--- config.mk ---
export PLATFORM = sky130hd
export DESIGN_NAME = irq_fanout_router
export DESIGN_NICKNAME = d
export VERILOG_FILES = /design/src/rtl/irqr_pkg.sv /design/src/rtl/irqr_raw_latch.sv /design/src/rtl/irqr_mask_slot.sv /design/src/rtl/irqr_read_mux.sv /design/src/rtl/irq_fanout_router.sv
export SDC_FILE = /design/constraint.sdc
export NUM_CORES = 1
export LEC_CHECK = 0
export BUFFER_PORTS_ARGS = -buffer_cell sky130_fd_sc_hd__buf_4
export CAP_MARGIN = 30
export CORE_MARGIN = 3
export CORE_UTILIZATION = 25
export DETAILED_ROUTE_END_ITERATION = 16
export PLACE_DENSITY = 0.4
export SLEW_MARGIN = 20
export SYNTH_ARGS = -nofsm -noshare
export SYNTH_HDL_FRONTEND = slang
export SYNTH_HIERARCHICAL = 1
export SYNTH_SLANG_ARGS = --single-unit
--- constraint.sdc ---
create_clock -name clk -period 2.2 [get_ports clk]
set_input_delay 0.22 -clock clk [delete_from_list [all_inputs] [get_ports clk]]
set_output_delay 0.22 -clock clk [all_outputs]
set_load 0.02 [all_outputs]
--- src/rtl/irqr_pkg.sv ---
package irqr_pkg;
  localparam int ADDR_W   = 12;
  localparam int MAX_CPUS = 4;

  typedef logic [ADDR_W-1:0] csr_addr_t;

  localparam csr_addr_t RAW_ADDR   = 12'h300;
  localparam csr_addr_t VIEW_DELTA = 12'h080;

  // Mask locations: the two low CPUs share one page, the two high ones another.
  function automatic csr_addr_t mask_addr(input int n);
    if (n < 2) mask_addr = csr_addr_t'(12'h200 + n * 12'h040);
    else       mask_addr = csr_addr_t'(12'h600 + (n - 2) * 12'h040);
  endfunction

  function automatic csr_addr_t view_addr(input int n);
    view_addr = mask_addr(n) + VIEW_DELTA;
  endfunction
endpackage

--- src/rtl/irqr_raw_latch.sv ---
module irqr_raw_latch #(
  parameter int LINES      = 64,
  parameter int LEGACY_BIT = 55
) (
  input  logic             clk,
  input  logic             rst_n,
  input  logic [LINES-1:0] dev_irq_i,
  input  logic             legacy_irq_i,
  output logic [LINES-1:0] raw_q
);
  logic [LINES-1:0] legacy_vec;
  logic [LINES-1:0] raw_d;

  always_comb begin
    legacy_vec             = '0;
    legacy_vec[LEGACY_BIT] = legacy_irq_i;
    raw_d                  = dev_irq_i | legacy_vec;
  end

  always_ff @(posedge clk or negedge rst_n) begin
    if (!rst_n) raw_q <= '0;
    else        raw_q <= raw_d;
  end
endmodule

--- src/rtl/irqr_mask_slot.sv ---
module irqr_mask_slot
  import irqr_pkg::*;
#(
  parameter int LINES = 64,
  parameter int SLOT  = 0
) (
  input  logic             clk,
  input  logic             rst_n,
  input  logic             wr_en,
  input  csr_addr_t        wr_addr,
  input  logic [LINES-1:0] wr_data,
  input  logic [LINES-1:0] raw_q,
  output logic [LINES-1:0] mask_q,
  output logic [LINES-1:0] view,
  output logic             irq
);
  localparam csr_addr_t MY_ADDR = mask_addr(SLOT);

  logic hit;
  assign hit = wr_en && (wr_addr == MY_ADDR);

  always_ff @(posedge clk or negedge rst_n) begin
    if (!rst_n)   mask_q <= '0;
    else if (hit) mask_q <= wr_data;
  end

  assign view = mask_q & raw_q;
  assign irq  = |view;
endmodule

--- src/rtl/irqr_read_mux.sv ---
module irqr_read_mux
  import irqr_pkg::*;
#(
  parameter int LINES = 64,
  parameter int CPUS  = 4
) (
  input  csr_addr_t             rd_addr,
  input  logic [CPUS*LINES-1:0] mask_flat,
  input  logic [CPUS*LINES-1:0] view_flat,
  input  logic [LINES-1:0]      raw_q,
  output logic [LINES-1:0]      rd_data
);
  always_comb begin
    rd_data = '0;
    if (rd_addr == RAW_ADDR) rd_data = raw_q;
    for (int n = 0; n < CPUS; n++) begin
      if (rd_addr == mask_addr(n)) rd_data = mask_flat[n*LINES +: LINES];
      if (rd_addr == view_addr(n)) rd_data = view_flat[n*LINES +: LINES];
    end
  end
endmodule

--- src/rtl/irq_fanout_router.sv ---
module irq_fanout_router
  import irqr_pkg::*;
#(
  parameter int LINES      = 64,
  parameter int CPUS       = 4,
  parameter int LEGACY_BIT = 55
) (
  input  logic             clk,
  input  logic             rst_n,
  input  logic [LINES-1:0] dev_irq_i,
  input  logic             legacy_irq_i,
  input  logic             csr_wr_en,
  input  logic [11:0]      csr_wr_addr,
  input  logic [LINES-1:0] csr_wr_data,
  input  logic [11:0]      csr_rd_addr,
  output logic [LINES-1:0] csr_rd_data,
  output logic [CPUS-1:0]  cpu_irq_o
);
  localparam int FLAT_W = CPUS * LINES;

  logic [LINES-1:0]  raw_q;
  logic [FLAT_W-1:0] mask_flat;
  logic [FLAT_W-1:0] view_flat;

  irqr_raw_latch #(.LINES(LINES), .LEGACY_BIT(LEGACY_BIT)) u_raw (
    .clk          (clk),
    .rst_n        (rst_n),
    .dev_irq_i    (dev_irq_i),
    .legacy_irq_i (legacy_irq_i),
    .raw_q        (raw_q)
  );

  for (genvar n = 0; n < CPUS; n++) begin : g_slot
    irqr_mask_slot #(.LINES(LINES), .SLOT(n)) u_slot (
      .clk     (clk),
      .rst_n   (rst_n),
      .wr_en   (csr_wr_en),
      .wr_addr (csr_wr_addr),
      .wr_data (csr_wr_data),
      .raw_q   (raw_q),
      .mask_q  (mask_flat[n*LINES +: LINES]),
      .view    (view_flat[n*LINES +: LINES]),
      .irq     (cpu_irq_o[n])
    );
  end

  irqr_read_mux #(.LINES(LINES), .CPUS(CPUS)) u_rd (
    .rd_addr   (csr_rd_addr),
    .mask_flat (mask_flat),
    .view_flat (view_flat),
    .raw_q     (raw_q),
    .rd_data   (csr_rd_data)
  );
endmodule

## Word level (Yosys, flattened, before mapping)

Index checks and enable logic that the tools add are counted.

- Equality and inequality tests: 13
- Bitwise gates (word level): 5
- Reductions and logical operators: 8
- Mux-type cells: 9

Operators with widths:

| cell | number |
|---|---|
| $mux W64 | 9 |
| $and A64 B64 Y64 | 4 |
| $reduce_or A64 Y1 | 4 |
| $eq A12 B10 Y1 const B | 7 |
| $eq A12 B11 Y1 const B | 6 |
| $or A64 B56 Y64 | 1 |
| $logic_and A1 B1 Y1 | 4 |

- Output and inout port bits: 68
- Logic and storage cells: 40
- Input port bits: 156
- Bits in registers: 320

## Logic depth before layout (Yosys ltp)

- Depth in word-level cells: 10
- Depth in mapped cells: 8

## Modules after synthesis

Netlist, hierarchy kept.

By module, submodules not included:

| module | area each (sq um) | cells each | times used | seq. area each (sq um) |
|---|---|---|---|---|
| irqr_read_mux | 5,242.5 | 805 | 1 | 0.0 |
| irqr_mask_slot (g_slot[3].u_slot) | 3,306.9 | 230 | 1 | 1,601.5 |
| irqr_mask_slot (g_slot[2].u_slot) | 3,303.2 | 230 | 1 | 1,601.5 |
| irqr_mask_slot (g_slot[1].u_slot) | 3,261.9 | 230 | 1 | 1,601.5 |
| irqr_mask_slot (g_slot[0].u_slot) | 3,258.1 | 230 | 1 | 1,601.5 |
| irqr_raw_latch | 1,607.8 | 65 | 1 | 1,601.5 |

## Worst setup path before layout

Ideal clock, no wire load.

- Kind: input -> output
- Start: input csr_rd_addr[11]
- End: output csr_rd_data[10]
- Stages: 8
- Required time: 1.980 ns
- Slack: -0.047 ns
- Arrival: 2.027 ns
- Cell sequence: or3b_1 -> clkbuf_1 -> or3_1 -> buf_2 -> clkbuf_1 -> o2bb2ai_1 -> a221oi_1 -> o22ai_1

- Cells in the longest elaborated chain, start to end: 10
- Elaborated cells on any way between the ends: 18
- Those cells by class: 9 x eq/ne; 9 x mux

Ends and longest elaborated chain:

| item | line | text |
|---|---|---|
| from (decl) | irq_fanout_router.sv:15 | `input logic [11:0] csr_rd_addr,` |
| $eq A12 B10 Y1 | irqr_read_mux.sv:15 | `if (rd_addr == RAW_ADDR) rd_data = raw_q;` |
| $mux W64 | irqr_read_mux.sv:15 |  |
| $mux W64 | irqr_read_mux.sv:17 | `if (rd_addr == mask_addr(n)) rd_data = mask_flat[n*LINES +: LINES];` |
| $mux W64 | irqr_read_mux.sv:18 | `if (rd_addr == view_addr(n)) rd_data = view_flat[n*LINES +: LINES];` |
| $mux W64 | irqr_read_mux.sv:17 |  |
| $mux W64 | irqr_read_mux.sv:18 |  |
| $mux W64 | irqr_read_mux.sv:17 |  |
| $mux W64 | irqr_read_mux.sv:18 |  |
| $mux W64 | irqr_read_mux.sv:17 |  |
| $mux W64 * | irqr_read_mux.sv:18 |  |
| to (decl) | irq_fanout_router.sv:16 | `output logic [LINES-1:0] csr_rd_data,` |

Every way passes the cells marked *; elsewhere a longest branch is shown, timed or not.

## Final worst setup path

- Start: register u_raw.raw_q[55]
- End: output cpu_irq_o[2]

- Cells in the longest elaborated chain, start to end: 2

Ends and longest elaborated chain:

| item | line | text |
|---|---|---|
| from (decl) | irqr_raw_latch.sv:9 | `output logic [LINES-1:0] raw_q` |
| from (signal assigned) | irqr_raw_latch.sv:22 | `else raw_q <= raw_d;` |
| $and A64 B64 Y64 | irqr_mask_slot.sv:27 | `assign view = mask_q & raw_q;` |
| via view_flat[183] | irq_fanout_router.sv:23 | `logic [FLAT_W-1:0] view_flat;` |
| $reduce_or A64 Y1 | irqr_mask_slot.sv:28 | `assign irq = \|view;` |
| to (decl) | irq_fanout_router.sv:17 | `output logic [CPUS-1:0] cpu_irq_o` |

The timed path passes the listed nets, and every way through them passes these cells.

==> flow_metrics.env <==
export IMPL_outcome="finished with violations"
export IMPL_violations="negative setup slack"
export IMPL_wire_per_inst_um=26.9
export IMPL_worstSetupPathType="flip-flop to primary output"
export IMPL_grt_overflow=0
export IMPL_met2_usage_pct=38.1
export IMPL_cts_root_buf="clkbuf_16"
export IMPL_grt_antenna_before_repair=3
export IMPL_hold_viol=0
export IMPL_floorplan_initialDensity_pct=25.3
export IMPL_slew_viol_final=0
export IMPL_synth_async_sr_flop_share_pct=100
export IMPL_vias_per_cell=5.08
export IMPL_place_congestion=0.861
export IMPL_syn_area_um2=20000
export IMPL_ctsHtreeMaxLevel=2
export IMPL_start_kind="flip-flop"
export IMPL_min_path_type="input port to async pin"
export IMPL_num_rows=103
export IMPL_synth_compound_area_share_pct=14.0
export IMPL_synth_area_per_cell_um2=11.2
export IMPL_synth_top_cells_by_area="dfrtp_1, mux2_4, and2_1"
export IMPL_cellLeakagePower_nw=14.9
export IMPL_worst_slack_ns=-0.663
export IMPL_fin_crit_sh_pct=130
export IMPL_ir_drop_mv=0.453
export IMPL_grt_start_max_net_pins=60
export IMPL_synth_cells=1790
export IMPL_fillerInstances=7670
export IMPL_clock_sinks=320
export IMPL_cts_tree="done"
export IMPL_grt_busiest_layer="met2"
export IMPL_synth_top_cell_area_share_pct=40.1
export IMPL_min_period_ns=2.86
export IMPL_clkSlewWorstSetupHoldPaths_ns=0.06
export IMPL_track_usage_pct=22.8
export IMPL_drtIter0Drc=1080
export IMPL_drc=0
export IMPL_fp_coreArea_um2=79100
export IMPL_synth_xor_area_share_pct=0
export IMPL_synth_nets=1946
export IMPL_met3_usage_pct=3.86
export IMPL_setup_viol=68
export IMPL_synth_edf_count=0
export IMPL_die_x_um=289
export IMPL_cts_buffers_inserted=44
export IMPL_grt_pass1_wl_mm=139
export IMPL_synth_seq_area_share_pct=40.1
export IMPL_cap_violations=0
export IMPL_use_met1_pct=30.6
export IMPL_synthAdderAreaFrac_pct=0
export IMPL_nets=2685
export IMPL_internal_power_mw=11.0
export IMPL_yosys_area_share_simple_pct=16.2
export IMPL_ant_nets=0
export IMPL_end_kind="primary output"
export IMPL_synthTopCellsByCount="dfrtp_1, and2_1, mux2_4"
export IMPL_drive_gt1_share_pct=52.2
export IMPL_ys_flop_type="dfrtp_1"
export IMPL_die_y_um=289
export IMPL_p_clk_share_pct=47.4
export IMPL_worstMarginPinSlew_ns=0.477
export IMPL_switching_share_pct=25.9
export IMPL_postLayoutCoreUtil_pct=39.9
export IMPL_yosysUniqueCellTypes=59
export IMPL_clockBufferDepth=3
export IMPL_syn_to_final_growth_pct=58.1
export IMPL_skew_ns=0
export IMPL_synth_top_family_by_area="multiplexers"
export IMPL_synth_seq_cells=320
export IMPL_p_per_area_nw_per_um2=471
export IMPL_p_seq_share_pct=40.8
export IMPL_rsz0062_at_grt="true"
export IMPL_comb_power_share_pct=11.8
export IMPL_yosysWarningCount=6
export IMPL_fmax_ghz=0.349
export IMPL_slew_headroom_pct=67.8
export IMPL_final_area_um2=31600
export IMPL_post_dp_hpwl_mm=68.8
export IMPL_crit_fanout=4
export IMPL_wl_mm=97.2
export IMPL_dieArea_um2=83400
export IMPL_grt_pass1_vias=19133
export IMPL_placed_cell_area_um2=26000
export IMPL_yosysMostFrequentCell="dfrtp_1"
export IMPL_yosysTopAreaCell="dfrtp_1"
export IMPL_crit_arrival_ns=2.64
export IMPL_power_switching_mw=3.86
export IMPL_synthMuxAreaShare_pct=25.6
export IMPL_clk_latency_ns=0.56
export IMPL_cp_required_ns=1.98
export IMPL_pin_count=224
export IMPL_vias=18365
export IMPL_portBuffers=223
export IMPL_firstDrtPassIters=5
## worst paths after layout
path                                                         start                                 endpoint  slack, ns  depth (start not counted)
min in group clk                                     dev_irq_i[16]                u_raw/raw_q[16]$_DFF_PN0_       0.29                          2
min                                                          rst_n  g_slot[1].u_slot/mask_q[53]$_DFFE_PN0P_       0.16                          2
max in group asynchronous                                    rst_n   g_slot[3].u_slot/mask_q[7]$_DFFE_PN0P_       1.21                          4
min reg2reg                 g_slot[0].u_slot/mask_q[7]$_DFFE_PN0P_   g_slot[0].u_slot/mask_q[7]$_DFFE_PN0P_       0.53                          1
max reg2reg                g_slot[1].u_slot/mask_q[21]$_DFFE_PN0P_  g_slot[1].u_slot/mask_q[21]$_DFFE_PN0P_       1.28                          1
max                                      u_raw/raw_q[55]$_DFF_PN0_                             cpu_irq_o[2]      -0.66                          6
## power by group through the flow
stage / registers [mW] / logic [mW] / clock network (mW)
2_1_floorplan: 6.14 / 0.437 / 0
3_3_place_gp: 6.17 / 1.39 / 0
3_5_place_dp: 6.17 / 1.40 / 0
4_1_cts: 6.07 / 1.70 / 7.26
5_1_grt: 6.08 / 1.87 / 7.48
6_report: 6.08 / 1.76 / 7.05
## cells by family (layout without fill, tap and decap cells)
logic type      after synthesis  after routing
mux                         386            386
simple gates                550            550
flops                       320            320
other cells                   0              5
buf+inv                     131            898
compound gates              403            403
## through the flow
| stage | TNS (ns) | cells | power [mW] | hold WS (ns) | setup slack, ns |
|---|---|---|---|---|---|
| 2_1_floorplan | -0.291 | 1790 | 6.58 | -0.0756 | -0.0370 |
| 3_3_place_gp | -25.27 | 3339 | 7.56 | 0.167 | -0.528 |
| 3_5_place_dp | -25.93 | 3339 | 7.57 | 0.168 | -0.542 |
| 4_1_cts | -24.36 | 3584 | 15.0 | 0.154 | -0.662 |
| 5_1_grt | -24.30 | 3610 | 15.4 | 0.169 | -0.742 |
| 6_report | -20.67 | 3612 | 14.9 | 0.163 | -0.663 |
## layer usage
| metal | vias to the layer above | share of wire, % |
|---|---|---|
| met2 | 517 | 47 |
| met3 | 123 | 5.3 |
| met4 | 0 | 2.6 |
| met1 | 9523 | 45 |
| li1 | 8202 | - |
| met5 | - | 0 |
## critical path, cell delays in order (launching register included)
cell and delay [ns]:
dfrtp_1 0.37, buf_4 0.15, and2_1 0.17, or4_4 0.58, nor4_4 0.27, nand4_1 0.29
buf_6 0.24
## cell usage in the layout (no fill, tap or decap), drive strengths merged, types with 5 or more instances in the layout
master / count
o211ai: 39
o22ai: 45
nor4: 20
and2: 260
nor3: 6
nor2b: 22
dfrtp: 320
a31oi: 7
mux2i: 120
nand2: 27
a211o: 6
a21oi: 23
a22oi: 41
clkbuf: 72
nand4: 14
diode: 5
inv: 5
a211oi: 12
a2bb2oi: 7
nor2: 118
dlygate4sd3: 130
o31a: 7
or4: 55
mux2: 265
o2bb2ai: 47
o221ai: 7
o21ai: 106
buf: 688
a221oi: 43
## timing repair
| action | in CTS | in global routing |
|---|---|---|
| cloned | 9 | 1 |
| hold buffers | 130 | 0 |
| buffers inserted | 42 | 34 |
| endpoints found under the hold margin | 524 | 0 |
| resized for setup | 395 | 162 |
| pin swaps | 137 | 79 |
| endpoints found under the setup margin | 68 | 68 |
## state kept, by name, summed over array words and instances (netlist names)
name	flops
g_slot.u_slot/mask_q	256
u_raw/raw_q	64
## final cells by class
class	instances	area (um2)	area share (%)
repair buffers	819	7920	25.1
inverters	5	18.8	0.0594
clock inverters	3	15.0	0.0475
multi-input cells	1339	12900	40.9
flip-flops and latches	320	8030	25.4
well taps	1050	1310	4.16
clock buffers	71	1370	4.35
diodes	5	12.5	0.0396
Note: power is estimated with default switching activity, not from simulation.
